## config.mk

```make
export PLATFORM = sky130hd
export DESIGN_NAME = fgen_top
export DESIGN_NICKNAME = d
export VERILOG_FILES = /design/src/rtl/fgen_pkg.sv /design/src/rtl/fgen_tick.sv /design/src/rtl/fgen_regs.sv /design/src/rtl/fgen_core.sv /design/src/rtl/fgen_top.sv
export SDC_FILE = /design/constraint.sdc
export NUM_CORES = 1
export LEC_CHECK = 0
export CAP_MARGIN = 0
export CORE_UTILIZATION = 35
export CTS_CLUSTER_SIZE = 20
export DETAILED_ROUTE_END_ITERATION = 10
export DONT_BUFFER_PORTS = 1
export MAX_ROUTING_LAYER = met4
export PLACE_DENSITY = 0.45
export SYNTH_ARGS = -nofsm -noshare
export SYNTH_HDL_FRONTEND = slang
export SYNTH_SLANG_ARGS = --single-unit
```

## constraint.sdc

```tcl
create_clock -name clk -period 2.18 [get_ports clk]
set_clock_uncertainty 0.15 [all_clocks]
set_input_delay 0.654 -clock clk [delete_from_list [all_inputs] [get_ports clk]]
set_output_delay 0.654 -clock clk [all_outputs]
set_load 0.02 [all_outputs]
```

## src/rtl/fgen_pkg.sv

```systemverilog
package fgen_pkg;

    typedef enum logic [1:0] {
        MODE_IDLE   = 2'b00,
        MODE_TOGGLE = 2'b01,
        MODE_CLEAR  = 2'b10,
        MODE_BOTH   = 2'b11
    } cmp_mode_e;

    typedef enum logic [1:0] {
        ADDR_CMP_LO = 2'd0,
        ADDR_CMP_HI = 2'd1,
        ADDR_CTRL   = 2'd2,
        ADDR_FLAG   = 2'd3
    } reg_addr_e;

    typedef struct packed {
        logic      oe;
        cmp_mode_e mode;
    } ctrl_t;

    localparam int unsigned CTRL_OE_BIT  = 2;
    localparam int unsigned FLAG_CLR_BIT = 0;

    function automatic logic mode_toggles(input cmp_mode_e m);
        return (m == MODE_TOGGLE) || (m == MODE_BOTH);
    endfunction

    function automatic logic mode_clears(input cmp_mode_e m);
        return (m == MODE_CLEAR) || (m == MODE_BOTH);
    endfunction

    function automatic logic mode_running(input cmp_mode_e m);
        return m != MODE_IDLE;
    endfunction

endpackage

```

## src/rtl/fgen_tick.sv

```systemverilog
module fgen_tick #(
    parameter int unsigned DIV = 4
) (
    input  logic clk,
    input  logic rst,
    output logic tick
);
    generate
        if (DIV <= 1) begin : g_direct
            assign tick = 1'b1;
        end else begin : g_count
            localparam int unsigned CW = $clog2(DIV);
            localparam logic [CW-1:0] LAST = CW'(DIV - 1);
            logic [CW-1:0] phase_q;

            always_ff @(posedge clk) begin
                if (rst) begin
                    phase_q <= '0;
                end else if (phase_q == LAST) begin
                    phase_q <= '0;
                end else begin
                    phase_q <= phase_q + 1'b1;
                end
            end

            assign tick = (phase_q == LAST);
        end
    endgenerate
endmodule

```

## src/rtl/fgen_regs.sv

```systemverilog
module fgen_regs
    import fgen_pkg::*;
#(
    parameter int unsigned CNT_W = 16,
    parameter int unsigned BUS_W = 8
) (
    input  logic             clk,
    input  logic             rst,
    input  logic             wr_en,
    input  logic [1:0]       wr_addr,
    input  logic [BUS_W-1:0] wr_data,
    input  logic             match,
    output logic [CNT_W-1:0] cmp_stage,
    output ctrl_t            ctrl,
    output logic             flag
);
    localparam int unsigned LO_W = CNT_W - BUS_W;

    reg_addr_e      sel;
    logic           flag_clr;
    logic [LO_W-1:0] lo_hold;

    assign sel      = reg_addr_e'(wr_addr);
    assign flag_clr = wr_en && (sel == ADDR_FLAG) && wr_data[FLAG_CLR_BIT];

    always_ff @(posedge clk) begin
        if (rst) begin
            lo_hold   <= '0;
            cmp_stage <= '1;
            ctrl      <= '{oe: 1'b0, mode: MODE_IDLE};
        end else if (wr_en) begin
            unique case (sel)
                ADDR_CMP_LO: lo_hold   <= wr_data[LO_W-1:0];
                ADDR_CMP_HI: cmp_stage <= {wr_data, lo_hold};
                ADDR_CTRL: begin
                    ctrl.oe   <= wr_data[CTRL_OE_BIT];
                    ctrl.mode <= cmp_mode_e'(wr_data[1:0]);
                end
                default: ;
            endcase
        end
    end

    always_ff @(posedge clk) begin
        if (rst) begin
            flag <= 1'b0;
        end else begin
            flag <= match | (flag & ~flag_clr);
        end
    end
endmodule

```

## src/rtl/fgen_core.sv

```systemverilog
module fgen_core
    import fgen_pkg::*;
#(
    parameter int unsigned CNT_W = 16
) (
    input  logic             clk,
    input  logic             rst,
    input  logic             tick,
    input  cmp_mode_e        mode,
    input  logic [CNT_W-1:0] cmp_stage,
    output logic [CNT_W-1:0] timer,
    output logic             level,
    output logic             match
);
    logic [CNT_W-1:0] cmp_act;
    logic             step;
    logic             clr_now;
    logic             wrap_now;

    always_comb begin
        step     = tick && mode_running(mode);
        match    = step && (timer == cmp_act);
        clr_now  = match && mode_clears(mode);
        wrap_now = step && (timer == '1);
    end

    always_ff @(posedge clk) begin
        if (rst) begin
            timer   <= '0;
            cmp_act <= '1;
            level   <= 1'b0;
        end else if (!mode_running(mode)) begin
            timer   <= '0;
            cmp_act <= cmp_stage;
        end else if (step) begin
            timer <= clr_now ? '0 : timer + 1'b1;
            if (clr_now || wrap_now) begin
                cmp_act <= cmp_stage;
            end
            if (match && mode_toggles(mode)) begin
                level <= ~level;
            end
        end
    end
endmodule

```

## src/rtl/fgen_top.sv

```systemverilog
module fgen_top
    import fgen_pkg::*;
#(
    parameter int unsigned CNT_W    = 16,
    parameter int unsigned BUS_W    = 8,
    parameter int unsigned TICK_DIV = 4
) (
    input  logic             clk,
    input  logic             rst,
    input  logic             wr_en,
    input  logic [1:0]       wr_addr,
    input  logic [BUS_W-1:0] wr_data,
    output logic             wave_o,
    output logic             wave_oe,
    output logic             match_flag,
    output logic [CNT_W-1:0] timer_q
);
    logic             tick;
    logic             match;
    logic             level;
    logic [CNT_W-1:0] cmp_stage;
    ctrl_t            ctrl_q;
    cmp_mode_e        cfg_mode;

    assign cfg_mode = ctrl_q.mode;

    fgen_tick #(.DIV(TICK_DIV)) u_tick (
        .clk  (clk),
        .rst  (rst),
        .tick (tick)
    );

    fgen_regs #(.CNT_W(CNT_W), .BUS_W(BUS_W)) u_regs (
        .clk       (clk),
        .rst       (rst),
        .wr_en     (wr_en),
        .wr_addr   (wr_addr),
        .wr_data   (wr_data),
        .match     (match),
        .cmp_stage (cmp_stage),
        .ctrl      (ctrl_q),
        .flag      (match_flag)
    );

    fgen_core #(.CNT_W(CNT_W)) u_core (
        .clk       (clk),
        .rst       (rst),
        .tick      (tick),
        .mode      (cfg_mode),
        .cmp_stage (cmp_stage),
        .timer     (timer_q),
        .level     (level),
        .match     (match)
    );

    assign wave_oe = ctrl_q.oe;
    assign wave_o  = ctrl_q.oe & level;
endmodule

```

After elaboration in Yosys (flattened, before gate mapping) --
Index checks and enable logic that the tools add are counted.
Storage, ports and cells: flip-flop bits (word level) 63
Cells by class: add/subtract/negate cells 2, equality and inequality tests 11, multiplexer cells 4, bitwise logic cells 6, reduce and logical (&&, ||, !) cells 19
Operator list (number):
- 16-bit two-way mux | 4
- 16-bit by 1-bit adder with 16-bit output (second input constant) | 1
- 16-bit == test | 1
- 16-bit == test (second input constant) | 1
- 2-bit == test (second input constant) | 5
- 2-bit AND reduction | 4
- 1-bit logical AND | 7
- 2-bit by 1-bit == test with 1-bit output (second input constant) | 2
- 2-bit OR reduction | 2
- 1-bit logical OR | 3
- 1-bit NOT | 3
- 3-bit AND reduction | 1
- 2-bit by 1-bit adder with 2-bit output (second input constant) | 1
- 1-bit bitwise AND | 2
- 2-bit logical NOT | 1
- 2-bit by 1-bit inequality test with 1-bit output (second input constant) | 1
- 2-bit inequality test (second input constant) | 1
- 2-bit nonzero test | 1
- 1-bit OR | 1

Logic depth before layout (Yosys ltp) --
Gate-level depths: netlist (run 1).
depth after elaboration 8, depth in mapped cells 8, depth with buffers taken out 6

Cells and area by module --
From an unflattened synthesis (run 1), not the netlist that was laid out.
Second synthesis, totals: cells, all modules 310, area, all modules 2850.2 µm²
Modules (own cells, without submodules):
- fgen_core | instances 1, cells an instance 182, area each 1590.3 µm², seq. area each 660.6 µm²
- fgen_regs | instances 1, cells an instance 122, area each 1178.6 µm², seq. area each 560.5 µm²
- fgen_tick | instances 1, cells an instance 5, area each 75.1 µm², seq. area each 40.0 µm²
- fgen_top | instances 1, cells an instance 1, area each 6.3 µm², seq. area each 0.0 µm²

Worst setup path before layout (run 1) --
No wires, ideal clock.
kind reg2reg, start reg u_core.timer[14], end reg u_core.cmp_act[10], arrival 1.722 ns, data required time 1.957 ns, setup slack 0.235 ns, stages on the path, launching flop included 8, path buffers 2, path through dfxtp_1 xor2_1 nor4_4 nand3_2 o21a_1 buf_6 buf_6 o211ai_2
On the way: longest elaborated chain between the ends 6
Ends and longest elaborated chain:
- start, declared | RTL line fgen_core.sv:11 | output logic [CNT_W-1:0] timer,
- start signal, assigned | RTL line fgen_core.sv:36 | timer <= clr_now ? '0 : timer + 1'b1;
- 16-bit == test | RTL line fgen_core.sv:22 | match = step && (timer == cmp_act);
- 1-bit logical AND | RTL line fgen_core.sv:22
- 1-bit logical AND | RTL line fgen_core.sv:23 | clr_now = match && mode_clears(mode);
- 1-bit logical OR (*) | RTL line fgen_core.sv:37 | if (clr_now || wrap_now) begin
- 2-bit inequality test (no source line) (*)
- 2-bit AND reduction (no source line) (*)
- end signal, assigned | RTL line fgen_core.sv:34 | cmp_act <= cmp_stage;
- end signal, assigned | RTL line fgen_core.sv:38 | cmp_act <= cmp_stage;
- end, declared | RTL line fgen_core.sv:15 | logic [CNT_W-1:0] cmp_act;
Mark *: on every way between the ends. The rest lies on a longest branch, timed or not. A chain may end at the register's enable or synchronous reset.

Worst setup path in the final report (run 1) --
start reg u_core.timer[12], end reg u_core.cmp_act[2]
The elaborated chain is that of the path after synthesis.

==> results.txt, run 1 <==
----------------------------------------------------
[Drt]
  Routed via count ... 2,094
  Routed wirelength normalized by instance count ... 15.53 um
  Detailed Routing Iterations Pass 1 ... 4
  Average vias per placed instance ... just under 5
  Initial DRC count ... 70
  Detail Route Antenna Nets ... 0
  Post-detailed-route DRC marker count ... 0
  Routed Wire Length ... 6633 um

[Pwr]
  Sequential Power Share ... 53.7%
  Clock power share ... between 30% and 40%
  P per Cell Area ... 703.0 nW/um^2
  Power dissipated by switching net loads ... about 0.53 mW
  Power Total ... 2.271 mW
  Share of total power in combinational logic ... between 6 and 7%
  Switching part of the total ... 23.23%
  Internal power ... 1.743 mW
  Maximum vdd ir drop ... 0.3613 mV
  Static power due to leakage ... 1.243 nW

[Critical path]
  Largest delay share family, worst path ... simple AND/OR/NAND/NOR gates
  Arrival time at the worst endpoint ... 2.10 ns
  FF-to-FF setup slack ... approximately 0.15 ns
  Worst setup path class ... flop to flop
  Slowest library cell on the worst path ... sky130_fd_sc_hd__nor4_1
  Worst path cell trace ... xor2_1 -> nor4_1 -> nand3_1 -> buf_4 -> o21a_1 -> buf_4 -> mux2i_1
  CP dominant cell by count ... sky130_fd_sc_hd__buf_4
  Critical path peak fanout ... 16
  Worst Setup End Kind ... flop
  Number of buffers and inverters on the critical path ... 2
  Critical path required time ... 2.25 ns
  Critical Path Start Type ... flop
  Largest stage delay on the critical path ... roughly 0.35 ns

[Final layout]
  Nets ... 341
  Ant diodes ... 0
  Total non-filler cell area in the finished layout ... 3231 um^2
  Share of the core filled with cells in the final layout ... 43.38%
  Combined flip-flop and latch cell area ... ~1300 um^2
  Area of the multi-input gates ... 1359 um^2
  Area growth from synthesis to layout ... 17.31%
  Fill count ... 791
  Proportion of layout cells with a drive suffix above 1 ... 19.51%

[Clock tree]
  Clock tree root driver cell ... sky130_fd_sc_hd__clkbuf_8
  Post-CTS clock slew at the launch and capture registers of the worst setup and hold paths ... 0.07 ns
  Clk Latency, worst-skew pair ... 0.34 ns
  CTS max path bufs ... 2
  Total number of clock tree sinks ... 63
  H-tree depth ... 3
  Clock tree from TritonCTS ... yes
  CTS Buf Count ... 9
  Hold buffer count at CTS ... 0

[STA]
  Period utilisation layout ... 93.30%
  Relative slew slack ... between 70% and 80%
  Final hold violation count ... 0
  Transition time at the pin with the least slew margin ... 0.3712 ns
  Final Max Tran Viols ... 0
  Final setup violation count ... 0
  Maximum clock rate ... between 400 and 500 MHz
  RSZ-0062 raised after global routing ... no
  Final worst path period need ... around 2 ns
  Total Neg Setup Slack ... 0 ns

[Yosys]
  Synthesized Nets ... between 300 and 400
  Synthesis-stage register bit count ... 63
  Number of distinct library cells after synthesis ... 36
  Total number of yosys warnings ... 0
  Count of mapped cells out of synthesis ... 300
  Sequential share of the synthesized area ... a little under half
  Synth Area per Inst ... 9.180 um^2
  Area of the mapped netlist ... 2754 um^2

[Floorplan]
  Die Height ... 90.71 um
  Die area ... just over 8000 um^2
  Standard-cell rows ... 31
  Die X ... 90.71 um
  Boundary pin count ... 32
  Starting density of the core ... 36.98%
  Area inside the core boundary ... 7447 um^2

[Run status]
  Outcome ... finished, final reports clean

[GRT]
  Total gr overflow ... 0
  Via count of the first global-routing pass ... 2,118
  First-pass GRT wire length ... 11,160 um
  Largest net degree at the start of global routing ... 31
  Antenna violations before repair ... 0
  GRT Overall Usage ... between 15 and 20%

[Placement]
  Final RePlAce weighted congestion ... 0.7394
  Final HPWL from detailed placement ... 4810 um
  Count of buffers from port buffering ... 0
  Placement Cell Area ... 3047 um^2

[Worst hold path]
  Path category of the worst min-delay check ... primary input to flop

[Flow run]
  Max capacitance violation total ... 0

----------------------------------------------------
-- registers in the layout (all words and copies together) (netlist names) --
name and flops:
u_regs.ctrl 3, u_regs.lo_hold 8, u_core.cmp_act 16, u_regs.flag 1, u_core.level 1, u_regs.cmp_stage 16, u_core.timer 16, u_tick.g_count.phase_q 2
-- power by group through the flow --
stage                     Combinational, mW  Sequential, mW  Clock (mW)
after floorplan                       0.121            1.24           0
after global placement                0.146            1.25           0
after detailed placement              0.147            1.25           0
after CTS                             0.148            1.22       0.938
after global routing                  0.165            1.22       0.990
final                                 0.146            1.22       0.905
-- what timing repair did --
item	in CTS	in global routing
endpoints found under the hold margin	0	0
resized for setup	0	1
buffers inserted	0	1
setup endpoints to repair	0	13
-- placed cells by master (no fill, tap or decap), types with 5 or more instances in the layout --
cell type	netlist	layout
sky130_fd_sc_hd__buf_4	0	32
sky130_fd_sc_hd__o21ai_0	5	5
sky130_fd_sc_hd__nand3_1	10	10
sky130_fd_sc_hd__nor2_1	40	39
sky130_fd_sc_hd__mux2i_1	14	14
sky130_fd_sc_hd__xor2_1	24	24
sky130_fd_sc_hd__nor3_1	5	5
sky130_fd_sc_hd__clkbuf_8	0	12
sky130_fd_sc_hd__o211ai_2	10	10
sky130_fd_sc_hd__dfxtp_1	63	63
sky130_fd_sc_hd__xnor2_1	6	6
sky130_fd_sc_hd__inv_1	15	15
sky130_fd_sc_hd__nand2_1	30	30
sky130_fd_sc_hd__o211ai_1	29	29
-- per-stage QoR --
stage / setup slack, ns / std cells / hold slack, ns
after detailed placement: 0.1787 / 413 / 0.2608
after CTS: 0.1665 / 426 / 0.2125
after global placement: 0.2161 / 413 / 0.2546
after floorplan: 0.2347 / 300 / 0.2477
after global routing: 0.02713 / 427 / 0.2182
final: 0.1461 / 427 / 0.2287
-- metal layers --
metal	vias to the layer above	GRT usage, %	wire [um]
li1	1084	-	-
met1	975	23.66	3280
met2	25	27.15	3066
met3	10	3.030	170
met4	0	8.468	115
met5	-	-	0
-- area by class of cell --
type	instances	area share (%)
Multi-Input combinational cell	204	42.06
Sequential cell	63	39.04
Timing Repair Buffer	33	8.056
Clock buffer	12	5.112
Tap cell	99	3.834
Inverter	15	1.743
Clock inverter	1	0.1549
-- worst paths after layout --
kind                              from                         to  depth (start not counted)
max                   u_core.timer[12]          u_core.cmp_act[2]                          7
max reg2reg           u_core.timer[12]          u_core.cmp_act[2]                          7
min reg2reg  u_tick.g_count.phase_q[0]  u_tick.g_count.phase_q[0]                          1
min                                rst               u_core.level                          1
-- cell usage after synthesis, drive strengths merged --
cell | number | area [um^2]
and2 | 3 | 18.77
nor2b | 1 | 6.260
nand3 | 11 | 60.06
o21bai | 1 | 11.26
nor4 | 3 | 33.78
nand4 | 3 | 18.77
mux2i | 14 | 140.1
buf | 6 | 41.28
and3 | 1 | 6.260
a21oi | 3 | 15.01
and4 | 2 | 17.52
nand2 | 30 | 112.6
nor3 | 5 | 25.02
dfxtp | 63 | 1261
a31oi | 1 | 6.260
xnor2 | 6 | 52.55
or3 | 1 | 6.260
or2 | 2 | 12.51
or4 | 1 | 7.510
ha | 2 | 25.02
inv | 15 | 56.30
o21ai | 6 | 33.78
o21a | 1 | 7.510
nor2 | 40 | 150.1
xor2 | 24 | 210.2
clkbuf | 12 | 45.04
o31ai | 1 | 7.510
nor3b | 2 | 15.01
o211ai | 39 | 342.8
nand3b | 1 | 7.510
-- kinds of logic (layout without fill, tap and decap cells) --
group,after synthesis,count (layout),synth area share (%)
AOI/OAI and AO/OA,52,52,15.40
adders and majority gates,2,2,0.9085
and+or+nand+nor,106,106,18.08
buffers and inverters,33,61,5.179
muxes,14,14,5.088
DFF,63,63,45.80
xor gates and xnor gates,30,30,9.541
Note: power is estimated with default switching activity, not from simulation.
==> run 2, diff against run 1 <==
--- a/config.mk
+++ b/config.mk
@@ -6,12 +6,13 @@
 export NUM_CORES = 1
 export LEC_CHECK = 0
 export CAP_MARGIN = 0
-export CORE_UTILIZATION = 35
+export CORE_UTILIZATION = 65
+export CTS_BUF_LIST = sky130_fd_sc_hd__clkbuf_8
 export CTS_CLUSTER_SIZE = 20
 export DETAILED_ROUTE_END_ITERATION = 10
 export DONT_BUFFER_PORTS = 1
 export MAX_ROUTING_LAYER = met4
-export PLACE_DENSITY = 0.45
+export PLACE_DENSITY = 0.77
 export SYNTH_ARGS = -nofsm -noshare
 export SYNTH_HDL_FRONTEND = slang
 export SYNTH_SLANG_ARGS = --single-unit
==> results.txt, run 2 (same netlist as run 1, synthesis figures left out) <==
----------------------------------------------------
[Clock tree]
  H-tree depth ... 3
  Total number of clock tree sinks ... 63
  CTS max path bufs ... 2
  Post-CTS clock slew at the launch and capture registers of the worst setup and hold paths ... 0.07 ns
  Clock tree from TritonCTS ... yes
  Number of setup buffers added after CTS ... 0
  Clock tree root driver cell ... sky130_fd_sc_hd__clkbuf_8
  Clk Latency, worst-skew pair ... approximately 0.35 ns
  Hold buffer count at CTS ... 0
  CTS Buf Count ... 9

[Final layout]
  Proportion of layout cells with a drive suffix above 1 ... between 10% and 20%
  Commonest non-fill, non-tap cells in the layout ... sky130_fd_sc_hd__dfxtp_1, sky130_fd_sc_hd__nor2_1, sky130_fd_sc_hd__nand2_1, sky130_fd_sc_hd__o211ai_1, sky130_fd_sc_hd__buf_4
  Largest regs ... u_core.cmp_act x16, u_core.timer x16, u_regs.cmp_stage x16
  Ant diodes ... 0
  Most common library cell in the layout ignoring fill and taps ... sky130_fd_sc_hd__dfxtp_1
  Area growth from synthesis to layout ... 16.17%
  Nets ... between 300 and 400

[Placement]
  Count of buffers from port buffering ... 0
  Final RePlAce weighted congestion ... approximately 0.88
  Final HPWL from detailed placement ... 4122 um

[Critical path]
  Worst path cell trace ... xor2_1 -> nor4_1 -> nand3_1 -> buf_6 -> or4_1 -> a21oi_1
  Arrival time at the worst endpoint ... 2.15 ns
  Largest stage delay on the critical path ... 0.47 ns
  Worst setup path class ... flop to flop
  Number of buffers and inverters on the critical path ... 1
  Slowest library cell on the worst path ... sky130_fd_sc_hd__dfxtp_1
  Critical Path Start Type ... flop
  FF-to-FF setup slack ... 0.17 ns
  Critical path required time ... 2.32 ns
  Largest delay share family, worst path ... simple AND/OR/NAND/NOR gates
  Worst Setup End Kind ... flop
  Critical path peak fanout ... 19

[Floorplan]
  Area inside the core boundary ... 4029 um^2
  Starting density of the core ... 68.35%
  Die X ... approximately 67 um
  Boundary pin count ... 32
  Die Height ... between 60 and 70 um
  Standard-cell rows ... 23
  Die area ... 4501 um^2

[STA]
  RSZ-0062 raised after global routing ... no
  Total Neg Setup Slack ... 0 ns
  Maximum clock rate ... between 400 and 500 MHz
  Fin Hold WS ... between 0.2 and 0.25 ns
  Transition time at the pin with the least slew margin ... 0.4903 ns
  Final setup violation count ... 0
  Final worst path period need ... 2.010 ns
  Final hold violation count ... 0
  Final Max Tran Viols ... 0
  Period utilisation layout ... 92.22%
  Relative slew slack ... ~67%

[GRT]
  Via count of the first global-routing pass ... 2,053
  Largest net degree at the start of global routing ... 31
  Total gr overflow ... 0
  First-pass GRT wire length ... between 9000 and 10,000 um
  GRT Overall Usage ... 31.26%
  Antenna violations before repair ... 0

[Drt]
  Initial DRC count ... 137
  Routed via count ... approximately 2,200
  Post-detailed-route DRC marker count ... 0
  Routed Wire Length ... 6219 um
  Routed wirelength normalized by instance count ... between 15 and 20 um
  Average vias per placed instance ... 5.826
  Detailed Routing Iterations Pass 1 ... 5
  Detail Route Antenna Nets ... 0

[Flow run]
  Max capacitance violation total ... 0

[Pwr]
  P per Cell Area ... between 800 and 900 nW/um^2
  Maximum vdd ir drop ... 0.6821 mV
  Static power due to leakage ... about 1.2 nW

[Run status]
  Outcome ... finished, final reports clean

[Worst hold path]
  Path category of the worst min-delay check ... primary input to flop

----------------------------------------------------
run 2: final timing paths:
kind,from,end,cells after the start
worst min register to register,u_tick.g_count.phase_q[0],u_tick.g_count.phase_q[0],1
worst max-delay path,u_core.timer[7],u_core.level,6
worst min-delay path,rst,u_core.level,1
worst max register to register,u_core.timer[7],u_core.level,6
run 2: what timing repair did:
item,in CTS,in global routing
resized for setup,0,4
endpoints found under the hold margin,0,0
endpoints found under the setup margin,0,31
run 2: per-stage QoR:
| step | area [um^2] | worst slack, ns | power [mW] | instances | utilization [%] |
|---|---|---|---|---|---|
| after detailed placement | 2925 | 0.04846 | 1.386 | 358 | 72.61 |
| after floorplan | 2754 | 0.2347 | 1.361 | 300 | - |
| after global routing | 3199 | 0.03992 | 2.774 | 374 | 79.41 |
| after global placement | 2925 | 0.1491 | 1.381 | 358 | 72.61 |
| final | 3199 | 0.1696 | 2.698 | 374 | 79.41 |
| after CTS | 3186 | 0.004939 | 2.696 | 374 | 79.07 |
run 2: cell type report:
| cell class | count | area (um^2) |
|---|---|---|
| multi-input combinational | 204 | 1360 |
| sequential | 63 | 1261 |
| fill | 274 | 829.5 |
| timing repair buffer | 26 | 198.9 |
| clock inverter | 7 | 136.4 |
| clock buffer | 9 | 123.9 |
| tap | 50 | 62.56 |
| inverter | 15 | 56.30 |
run 2: report_power, final:
part,internal [mW],switching [mW]
registers,1.20,0.0285
logic,0.0595,0.0823
clock network,0.869,0.464
total,2.12,0.574
run 2: metal layers:
metal / part of all wire [%] / up-vias / track usage, % / routed length (um)
met4: 1.8 / 0 / 15.69 / 114
met5: 0 / - / - / 0
met3: 4.1 / 11 / 6.164 / 252
li1: - / 1068 / - / -
met1: 45 / 1053 / 37.84 / 2806
met2: 49 / 47 / 49.13 / 3045
==> run 3, diff against run 2 <==
--- a/config.mk
+++ b/config.mk
@@ -12,7 +12,7 @@
 export DETAILED_ROUTE_END_ITERATION = 10
 export DONT_BUFFER_PORTS = 1
 export MAX_ROUTING_LAYER = met4
-export PLACE_DENSITY = 0.77
+export PLACE_DENSITY = 0.9
 export SYNTH_ARGS = -nofsm -noshare
 export SYNTH_HDL_FRONTEND = slang
 export SYNTH_SLANG_ARGS = --single-unit
==> constraint.sdc (replaced) <==
create_clock -name clk -period 2.3 [get_ports clk]
set_clock_uncertainty 0.15 [all_clocks]
set_input_delay 0.69 -clock clk [delete_from_list [all_inputs] [get_ports clk]]
set_output_delay 0.69 -clock clk [all_outputs]
set_load 0.02 [all_outputs]
==> results.txt, run 3 (same netlist as run 1, synthesis figures left out) <==
----------------------------------------------------
[Run status]
  Outcome ... finished, final reports clean

[Drt]
  Detail Route Antenna Nets ... 0
  Routed Wire Length ... 5698 um
  Routed via count ... approximately 2,100
  Post-detailed-route DRC marker count ... 0
  Routed wirelength normalized by instance count ... 15.32 um
  Initial DRC count ... 144
  Detailed Routing Iterations Pass 1 ... 4
  Average vias per placed instance ... ~5.6

[GRT]
  Via count of the first global-routing pass ... 1,960
  First-pass GRT wire length ... 9087 um
  GRT Overall Usage ... 29.00%
  Total gr overflow ... 0
  Largest net degree at the start of global routing ... 31
  Antenna violations before repair ... 0

[Floorplan]
  Standard-cell rows ... 23
  Starting density of the core ... just under 70%
  Die X ... about 67 um
  Die area ... between 4000 and 5000 um^2
  Boundary pin count ... 32
  Die Height ... 67.09 um
  Area inside the core boundary ... a little over 4000 um^2

[Critical path]
  Critical Path Start Type ... flop
  Critical path peak fanout ... 16
  Worst Setup End Kind ... flop
  Critical path required time ... between 2 and 2.5 ns
  Worst setup path class ... flop to flop
  Arrival time at the worst endpoint ... 2.24 ns

[Clock tree]
  Clock tree root driver cell ... sky130_fd_sc_hd__clkbuf_8
  CTS Buf Count ... 9
  CTS max path bufs ... 2
  Clock tree from TritonCTS ... yes
  Clk Latency, worst-skew pair ... 0.34 ns
  Total number of clock tree sinks ... 63
  Post-CTS clock slew at the launch and capture registers of the worst setup and hold paths ... 0.06 ns
  H-tree depth ... 3
  Hold buffer count at CTS ... 0
  Number of setup buffers added after CTS ... 0
  Number of resized instances in the post-cts repair step ... 0

[Placement]
  Placed cell count ... 357
  Count of buffers from port buffering ... 0
  Final RePlAce weighted congestion ... 0.8800
  Final HPWL from detailed placement ... approximately 4000 um

[STA]
  Period utilisation layout ... 92.79%
  Final setup violation count ... 0
  Relative slew slack ... 45.64%
  Final Max Tran Viols ... 0
  Final hold violation count ... 0
  Maximum clock rate ... 468.6 MHz
  RSZ-0062 raised after global routing ... no
  Fin Hold WS ... 0.2612 ns
  Total Neg Setup Slack ... 0 ns
  Transition time at the pin with the least slew margin ... 0.8154 ns
  Final worst path period need ... 2.134 ns

[Final layout]
  Most common library cell in the layout ignoring fill and taps ... sky130_fd_sc_hd__dfxtp_1
  Proportion of layout cells with a drive suffix above 1 ... 17.08%
  Combined flip-flop and latch cell area ... approximately 1300 um^2
  Area growth from synthesis to layout ... 11.90%
  Largest regs ... u_core.cmp_act x16, u_core.timer x16, u_regs.cmp_stage x16
  Nets ... 333
  Ant diodes ... 0
  Commonest non-fill, non-tap cells in the layout ... sky130_fd_sc_hd__dfxtp_1, sky130_fd_sc_hd__nor2_1, sky130_fd_sc_hd__nand2_1, sky130_fd_sc_hd__o211ai_1, sky130_fd_sc_hd__buf_4
  Fill count ... 293
  Area of the multi-input gates ... 1350 um^2
  Count of placed standard cells in the final layout, fillers left out ... between 300 and 400

[Pwr]
  Maximum vdd ir drop ... 0.5717 mV
  Power Total ... 2.089 mW
  Static power due to leakage ... 1.197 nW
  P per Cell Area ... 677.9 nW/um^2

[Worst hold path]
  Path category of the worst min-delay check ... primary input to flop

[Flow run]
  Max capacitance violation total ... 0

----------------------------------------------------
-- run 3: worst paths after layout --
kind                                                 from                         to  slack, ns  depth (start not counted)
worst max register to register  u_tick.g_count.phase_q[0]         u_core.cmp_act[12]       0.17                          6
worst min register to register  u_tick.g_count.phase_q[0]  u_tick.g_count.phase_q[0]       0.28                          1
worst min-delay path                                  rst               u_core.level       0.26                          1
worst max-delay path            u_tick.g_count.phase_q[0]         u_core.cmp_act[12]       0.17                          6
-- run 3: cell type report --
class | count | area share [%]
Multi-Input combinational cell | 204 | 43.81
Sequential cell | 63 | 40.93
Timing Repair Buffer | 25 | 6.090
Clock buffer | 10 | 4.466
Tap cell | 50 | 2.030
Inverter | 15 | 1.827
Clock inverter | 5 | 0.8526
-- run 3: metrics by stage --
stage	area [um^2]	utilization [%]	setup WS, ns
4_1_cts	3082	76.49	0.1816
2_1_floorplan	2754	-	0.3547
6_report	3082	76.49	0.1658
3_3_place_gp	2918	72.42	0.2758
5_1_grt	3082	76.49	0.05321
3_5_place_dp	2918	72.42	0.2024
-- run 3: per-layer routing --
metal | share of wire, % | vias up | track usage [%]
met5 | 0 | - | -
met4 | 1.5 | 0 | 8.777
met3 | 6.2 | 9 | 11.30
met2 | 49 | 59 | 46.00
met1 | 43 | 971 | 33.58
li1 | - | 1062 | -
-- run 3: report_power, final --
group	total, mW	switching (mW)	internal [mW]
Combinational	0.132	0.0764	0.0551
Sequential	1.16	0.0250	1.13
Clock	0.799	0.395	0.403
Total	2.09	0.497	1.59
-- run 3: critical path, stage by stage, from the launching register on --
cell,delay (ns)
sky130_fd_sc_hd__dfxtp_1,0.34
sky130_fd_sc_hd__ha_1,0.25
sky130_fd_sc_hd__o21ai_2,0.13
sky130_fd_sc_hd__nor4_1,0.27
sky130_fd_sc_hd__nand3_1,0.12
sky130_fd_sc_hd__o21a_1,0.47
sky130_fd_sc_hd__o211ai_1,0.30
